**src/rtl/mulu_pkg.sv**
```systemverilog
package mulu_pkg;
  localparam int XLEN   = 32;
  localparam int RIDX_W = 5;

  localparam logic [5:0] OP_BASE   = 6'h00;
  localparam logic [5:0] OP_EXT    = 6'h1C;
  localparam logic [5:0] FN_MULT   = 6'h18;
  localparam logic [5:0] FN_MFHI   = 6'h10;
  localparam logic [5:0] FN_MFLO   = 6'h12;
  localparam logic [5:0] FN_MUL3   = 6'h02;

  typedef struct packed {
    logic              loadHiLo;
    logic              selHi;
    logic              selLo;
    logic              selMul;
    logic              wbEn;
    logic [RIDX_W-1:0] wbIdx;
    logic              early;
  } ctlStrobeT;
endpackage

```
**src/rtl/mulu_ctrl.sv**
```systemverilog
module mulu_ctrl
  import mulu_pkg::*;
#(
  parameter int MIN_GAP = 1
) (
  input  logic            clk,
  input  logic            rstN,
  input  logic            instrValid,
  input  logic [XLEN-1:0] instr,
  output ctlStrobeT       ctl
);
  localparam int GAP_W = (MIN_GAP > 0) ? $clog2(MIN_GAP + 1) : 1;
  localparam logic [GAP_W-1:0] GAP_SAT = GAP_W'(MIN_GAP);

  logic [5:0]        opField;
  logic [5:0]        fnField;
  logic [RIDX_W-1:0] rdField;
  logic              isMult, isMfhi, isMflo, isMul3, isMove;
  logic [GAP_W-1:0]  gapQ;
  logic              unusedFields;

  assign opField      = instr[31:26];
  assign fnField      = instr[5:0];
  assign rdField      = instr[15:11];
  assign unusedFields = ^{instr[25:16], instr[10:6]};

  always_comb begin
    isMult = instrValid && opField == OP_BASE && fnField == FN_MULT;
    isMfhi = instrValid && opField == OP_BASE && fnField == FN_MFHI;
    isMflo = instrValid && opField == OP_BASE && fnField == FN_MFLO;
    isMul3 = instrValid && opField == OP_EXT  && fnField == FN_MUL3;
    isMove = isMfhi || isMflo;
  end

  // instructions seen since the latest two-operand multiply, saturating
  always_ff @(posedge clk) begin
    if (!rstN) begin
      gapQ <= GAP_SAT;
    end else if (isMult) begin
      gapQ <= '0;
    end else if (instrValid && gapQ < GAP_SAT) begin
      gapQ <= gapQ + 1'b1;
    end
  end

  always_comb begin
    ctl          = '0;
    ctl.loadHiLo = isMult;
    ctl.selHi    = isMfhi;
    ctl.selLo    = isMflo;
    ctl.selMul   = isMul3;
    ctl.wbEn     = (isMove || isMul3) && rdField != '0;
    ctl.wbIdx    = rdField;
    ctl.early    = isMove && gapQ < GAP_SAT;
  end


  one_sel_chk: assert property (@(posedge clk) disable iff (!rstN)
    $onehot0({ctl.selHi, ctl.selLo, ctl.selMul, ctl.loadHiLo}));


  early_move_chk: assert property (@(posedge clk) disable iff (!rstN)
    ctl.early |-> (ctl.selHi || ctl.selLo));


  mult_no_wb_chk: assert property (@(posedge clk) disable iff (!rstN)
    ctl.loadHiLo |-> !ctl.wbEn);


  idle_gap_chk: assert property (@(posedge clk) disable iff (!rstN)
    !instrValid |=> $stable(gapQ));
endmodule

```
**src/rtl/mulu_dpath.sv**
```systemverilog
module mulu_dpath
  import mulu_pkg::*;
#(
  parameter bit OUT_REG = 1'b1
) (
  input  logic              clk,
  input  logic              rstN,
  input  ctlStrobeT         ctl,
  input  logic [XLEN-1:0]   rsData,
  input  logic [XLEN-1:0]   rtData,
  output logic              wbValid,
  output logic [RIDX_W-1:0] wbIdx,
  output logic [XLEN-1:0]   wbData,
  output logic              earlyRead
);
  localparam int PROD_W = 2 * XLEN;

  logic [PROD_W-1:0] prodFull;
  logic [XLEN-1:0]   hiQ, loQ;
  logic [XLEN-1:0]   resultD;

  always_comb begin
    prodFull = {{XLEN{rsData[XLEN-1]}}, rsData} * {{XLEN{rtData[XLEN-1]}}, rtData};
  end

  always_ff @(posedge clk) begin
    if (!rstN) begin
      hiQ <= '0;
      loQ <= '0;
    end else if (ctl.loadHiLo) begin
      hiQ <= prodFull[PROD_W-1:XLEN];
      loQ <= prodFull[XLEN-1:0];
    end
  end

  // HI and LO read here are already the updated values (early reads see them)
  always_comb begin
    resultD = prodFull[XLEN-1:0];
    if (ctl.selHi)      resultD = hiQ;
    else if (ctl.selLo) resultD = loQ;
  end

  generate
    if (OUT_REG) begin : gRegOut
      always_ff @(posedge clk) begin
        if (!rstN) begin
          wbValid   <= 1'b0;
          wbIdx     <= '0;
          wbData    <= '0;
          earlyRead <= 1'b0;
        end else begin
          wbValid   <= ctl.wbEn;
          wbIdx     <= ctl.wbIdx;
          wbData    <= resultD;
          earlyRead <= ctl.early;
        end
      end
    end else begin : gCombOut
      always_comb begin
        wbValid   = ctl.wbEn;
        wbIdx     = ctl.wbIdx;
        wbData    = resultD;
        earlyRead = ctl.early;
      end
    end
  endgenerate


  hilo_hold_chk: assert property (@(posedge clk) disable iff (!rstN)
    !ctl.loadHiLo |=> ($stable(hiQ) && $stable(loQ)));


  wb_zero_chk: assert property (@(posedge clk) disable iff (!rstN)
    wbValid |-> wbIdx != '0);
endmodule

```
**src/rtl/mul_hilo_unit.sv**
```systemverilog
module mul_hilo_unit
  import mulu_pkg::*;
#(
  parameter bit OUT_REG = 1'b1,
  parameter int MIN_GAP = 1
) (
  input  logic        clk,
  input  logic        rstN,
  input  logic        instrValid,
  input  logic [31:0] instr,
  input  logic [31:0] rsData,
  input  logic [31:0] rtData,
  output logic        wbValid,
  output logic [4:0]  wbIdx,
  output logic [31:0] wbData,
  output logic        earlyRead
);
  ctlStrobeT ctl;

  mulu_ctrl #(.MIN_GAP(MIN_GAP)) uCtrl (
    .clk(clk), .rstN(rstN), .instrValid(instrValid), .instr(instr), .ctl(ctl)
  );

  mulu_dpath #(.OUT_REG(OUT_REG)) uDpath (
    .clk(clk), .rstN(rstN), .ctl(ctl), .rsData(rsData), .rtData(rtData),
    .wbValid(wbValid), .wbIdx(wbIdx), .wbData(wbData), .earlyRead(earlyRead)
  );
endmodule

```
**config.mk**
```make
export PLATFORM = sky130hd
export DESIGN_NAME = mul_hilo_unit
export DESIGN_NICKNAME = d
export VERILOG_FILES = /design/src/rtl/mulu_pkg.sv /design/src/rtl/mulu_ctrl.sv /design/src/rtl/mulu_dpath.sv /design/src/rtl/mul_hilo_unit.sv
export SDC_FILE = /design/constraint.sdc
export NUM_CORES = 2
export LEC_CHECK = 0
export BUFFER_PORTS_ARGS = -buffer_cell sky130_fd_sc_hd__buf_2
export CAP_MARGIN = 10
export CORE_MARGIN = 1
export CORE_UTILIZATION = 36
export CTS_BUF_LIST = sky130_fd_sc_hd__clkbuf_2 sky130_fd_sc_hd__clkbuf_4 sky130_fd_sc_hd__clkbuf_8
export DETAILED_ROUTE_END_ITERATION = 16
export GPL_TIMING_DRIVEN = 0
export SYNTH_ARGS = -nofsm -noshare
export SYNTH_HDL_FRONTEND = slang
export SYNTH_HIERARCHICAL = 1
export SYNTH_SLANG_ARGS = --single-unit
```
**constraint.sdc**
```tcl
create_clock -name clk -period 10.7 [get_ports clk]
set_input_delay 2.14 -clock clk [delete_from_list [all_inputs] [get_ports clk]]
set_output_delay 2.14 -clock clk [all_outputs]
set_load 0.005 [all_outputs]
```
# --- Yosys cells after proc, flatten, opt, wreduce, memory -nomap -nowiden ---
# Cells that the tools add are included.
totals:
  out_inout_bits: 39
  register_bits: 104
  inputBits: 99
classes:
  eq_ne: 5
  multipliers: 1
  muxes: 4
  n_reduce_logical: 14
  n_lt_le_gt_ge: 1
  n_addsub: 1
op_table:
  columns: ["op", "count"]
  rows:
  - ["$mul A32 B32 Y64", 1]
  - ["$mux W32", 2]
  - ["$eq A6 B5 Y1 const B", 4]
  - ["$logic_and A1 B1 Y1", 9]
  - ["$eq A6 B2 Y1 const B", 1]
  - ["$logic_not A6 Y1", 1]
  - ["$reduce_bool A5 Y1", 1]
  - ["$logic_or A1 B1 Y1", 2]
  - ["$mux W1", 2]
  - ["$reduce_bool A2 Y1", 1]
  - ["$add A1 B1 Y1 const B", 1]
  - ["$lt A1 B1 Y1 const B", 1]

# --- Longest topological paths before layout ---
depth:
  depth_word: 6
  mapped_depth: 30

# --- Hierarchy ---
# The synthesis kept the hierarchy.
by_module_without_submodules:
  columns: ["mod", "cells_per_inst", "area_per_inst_um2", "n_inst"]
  rows:
  - ["mulu_dpath", 4289, 40103.5, 1]
  - ["mulu_ctrl", 30, 215.2, 1]

# --- Worst setup path after synthesis ---
# Ideal clock, no wire load.
synth_timing:
  path_kind: "in2reg"
  start: "input rtData[2]"
  end: "register uDpath.hiQ[31]"
  path_stages: 25
  setup_time_ns: 0.116
  n_path_buf: 2
  setup_slack_ns: 0.982
  t_arrival_ns: 9.602
  cell_sequence: "clkbuf_1 -> nand2_1 -> inv_1 -> fa_1 -> fa_1 -> fa_1 -> fa_1 -> inv_1 -> fa_1 -> inv_1 -> fa_1 -> inv_1 -> fa_1 -> inv_1 -> fa_1 -> ha_1 -> clkbuf_1 -> and3_1 -> nand2_1 -> or3_1 -> o21ba_4 -> o21bai_4 -> a21oi_2 -> or4b_1 -> and4_1"
synth_between:
  elab_chain_cells: 1
synth_lines:
  columns: ["element", "line_no", "text"]
  rows:
  - ["start: declaration", "mul_hilo_unit.sv:12", "input logic [31:0] rtData,"]
  - ["$mul A32 B32 Y64", "mulu_dpath.sv:23", "prodFull = {{XLEN{rsData[XLEN-1]}}, rsData} * {{XLEN{rtData[XLEN-1]}}, rtData};"]
  - ["end signal: assignment", "mulu_dpath.sv:31", "hiQ <= prodFull[PROD_W-1:XLEN];"]
  - ["end: declaration", "mulu_dpath.sv:19", "logic [XLEN-1:0] hiQ, loQ;"]
# No other way between the ends.
# A chain may end at the register's enable or synchronous reset.

# --- Final worst setup path ---
layout_timing:
  start: "input rtData[10]"
  end: "register uDpath.hiQ[31]"
# The elaborated chain is that of the path after synthesis.

==> impl_metrics.ini <==
[detailed_routing]
antenna_violating_nets_post_route = 0
route.detailed.wl_per_inst_um = 24.1
drc_viols = 0
vias = 30495
dr.first_iter.drc_count = 2493
avgViaCountPerCell = 5.14
drt-pass1-iter-count = 6
finalWirelength_um = 143000

[placed_design]
post-dp-hpwl_um = 124000
port_buffers = 122
gp_routability_congestion = 1.02
dpl_worst_slack_ns = -0.780

[setup_path]
worst-endpoint-arrival_ns = 10.78
crit_path_frequent_cell = sky130_fd_sc_hd__fa_1
crit_path_end_kind = register
worstSetupPathType = in2reg
critPathMaxStageDelay_ns = 1.01
path_cells = buf_2, clkbuf_1, nand2_1, fa_1, fa_1, fa_1, inv_1, fa_1, fa_1, fa_1, inv_1, fa_1, inv_1, fa_1, ha_1, clkbuf_1, and3_1, nand2_1, or3_1, o21ba_4, o21bai_4, a21oi_2, or4b_1, and4_1
worst-endpoint-required_ns = 10.97
cp_slowest_cell = sky130_fd_sc_hd__fa_1
worstPathMaxFanout = 11
timing.critical_path.from_type = primary input

[floorplan]
fp-row-count = 122
core_region_area_sq_um = 111000
die_area_sq_um = 113000
die_height_um = 337
io_pins = 138
die_width_um = 337
starting_density_of_the_core = 0.364

[logic_synthesis]
syn_area_per_cell_sq_um = 9.34
synthesis.instances = 4317
area_of_the_mapped_netlist_sq_um = 40300
synth_fp_nets = 5682
yosys_warnings = 6

[clock_network]
cts.reportedPaths.clkPinSlew_ns = 0.09
worst_skew_pair.late_latency_ns = 0.37
tritoncts = done
cts.htree.levels = 3
cts_buffer_depth = 2
numClockSinks = 104
clock_tree.root_cell = sky130_fd_sc_hd__clkbuf_8
cts-buffers-inserted = 9

[sta]
timing.final.crit_share = 0.983
pnr_worst_setup_slack_ns = 0.185
rsz0062_at_grt = false
slew_at_the_pin_with_the_worst_max_slew_slack_ns = 1.26
hold_violations = 0
final-max-slew-violation-count = 0
maxSlewHeadroom = 0.162
fmaxAchievable_mhz = 95.1
finalSetupViolCount = 0
final.setup_skew_ns = 0.0122
final.min_clock_period_ns = 10.51

[final_layout]
layout.cells.most_common_list = sky130_fd_sc_hd__fa_1, sky130_fd_sc_hd__inv_1, sky130_fd_sc_hd__nand2_1, sky130_fd_sc_hd__and2_1, sky130_fd_sc_hd__clkbuf_1
layout-area-overhead-vs-synth_pct = 6.66
final_common_cell = sky130_fd_sc_hd__fa_1
post_route_cells_drive_above_1_share = 0.0414
nets = 5806

[run_status]
status = completed

[global_route]
grt_pass1_wl_um = 212000
gr-usage-all-layers = 0.259
grt_max_degree = 23
via_count_of_the_first_global_routing_pass = 32195
antenna_found_initial = 16
globalRoute.totalOverflow = 0

[flow_run]
max_cap_viol_count = 0

[hold_path]
hp-class = reg2reg
area by class of cell:
type	instances	area (sq um)
Fill cell	11445	67800
Multi-Input combinational cell	2997	33600
Inverter	955	3580
Sequential cell	104	2080
Tap cell	1488	1860
Buffer	251	990
Timing Repair Buffer	123	638
Clock buffer	11	151
Clock inverter	4	51.3
Antenna cell	5	12.5
worst max-delay path, delay by kind of cell:
kind	cells	cell delay (ns)
compound gates	3	0.45
fa+ha+maj	9	4.88
buf+inv	6	1.73
simple gates	6	1.54
what timing repair did:
item / 4_1_cts / 5_1_grt
hold buffers: 0 / 0
setup buffers: 0 / 0
resized for setup: 2 / 3
setup endpoints to repair: 3 / 3
per-layer routing:
layer | wire length (um) | share of wire | track usage
met1 | 56300 | 0.39 | 0.341
met2 | 66700 | 0.47 | 0.417
met3 | 13000 | 0.091 | 0.0529
met4 | 6980 | 0.049 | 0.104
met5 | 79 | 0.00055 | 0
path summary, 6_finish.rpt:
kind | startpoint | end | slack, ns | cells past startpoint
max | rtData[10] | uDpath/hiQ[31] | 0.19 | 24
min | uDpath/loQ[6] | uDpath/loQ[6] | 0.49 | 1
max reg2reg | uDpath/loQ[30] | uDpath/wbData[30] | 9.76 | 3
min reg2reg | uDpath/loQ[6] | uDpath/loQ[6] | 0.49 | 1
state kept, by name (all words and copies together) (netlist names):
signal            cells
uDpath/hiQ           32
uDpath/loQ           32
uDpath/wbData        32
uDpath/wbIdx          5
uCtrl/gapQ            1
uDpath/earlyRead      1
uDpath/wbValid        1
stage by stage:
step                      instances  utilization  hold slack [ns]  instance area, sq um  TNS, ns
after floorplan                4317            -            0.426                 40300        0
final                          5938        0.388            0.494                 43000        0
after detailed placement       5927        0.386            0.472                 42800    -4.14
after CTS                      5941        0.388            0.494                 43000        0
after global placement         5927        0.386            0.454                 42800    -3.37
after global routing           5934        0.388            0.506                 43000        0
Power is not shown: default switching activity piles up to over one toggle a cycle in this logic, so the estimate is an artifact.
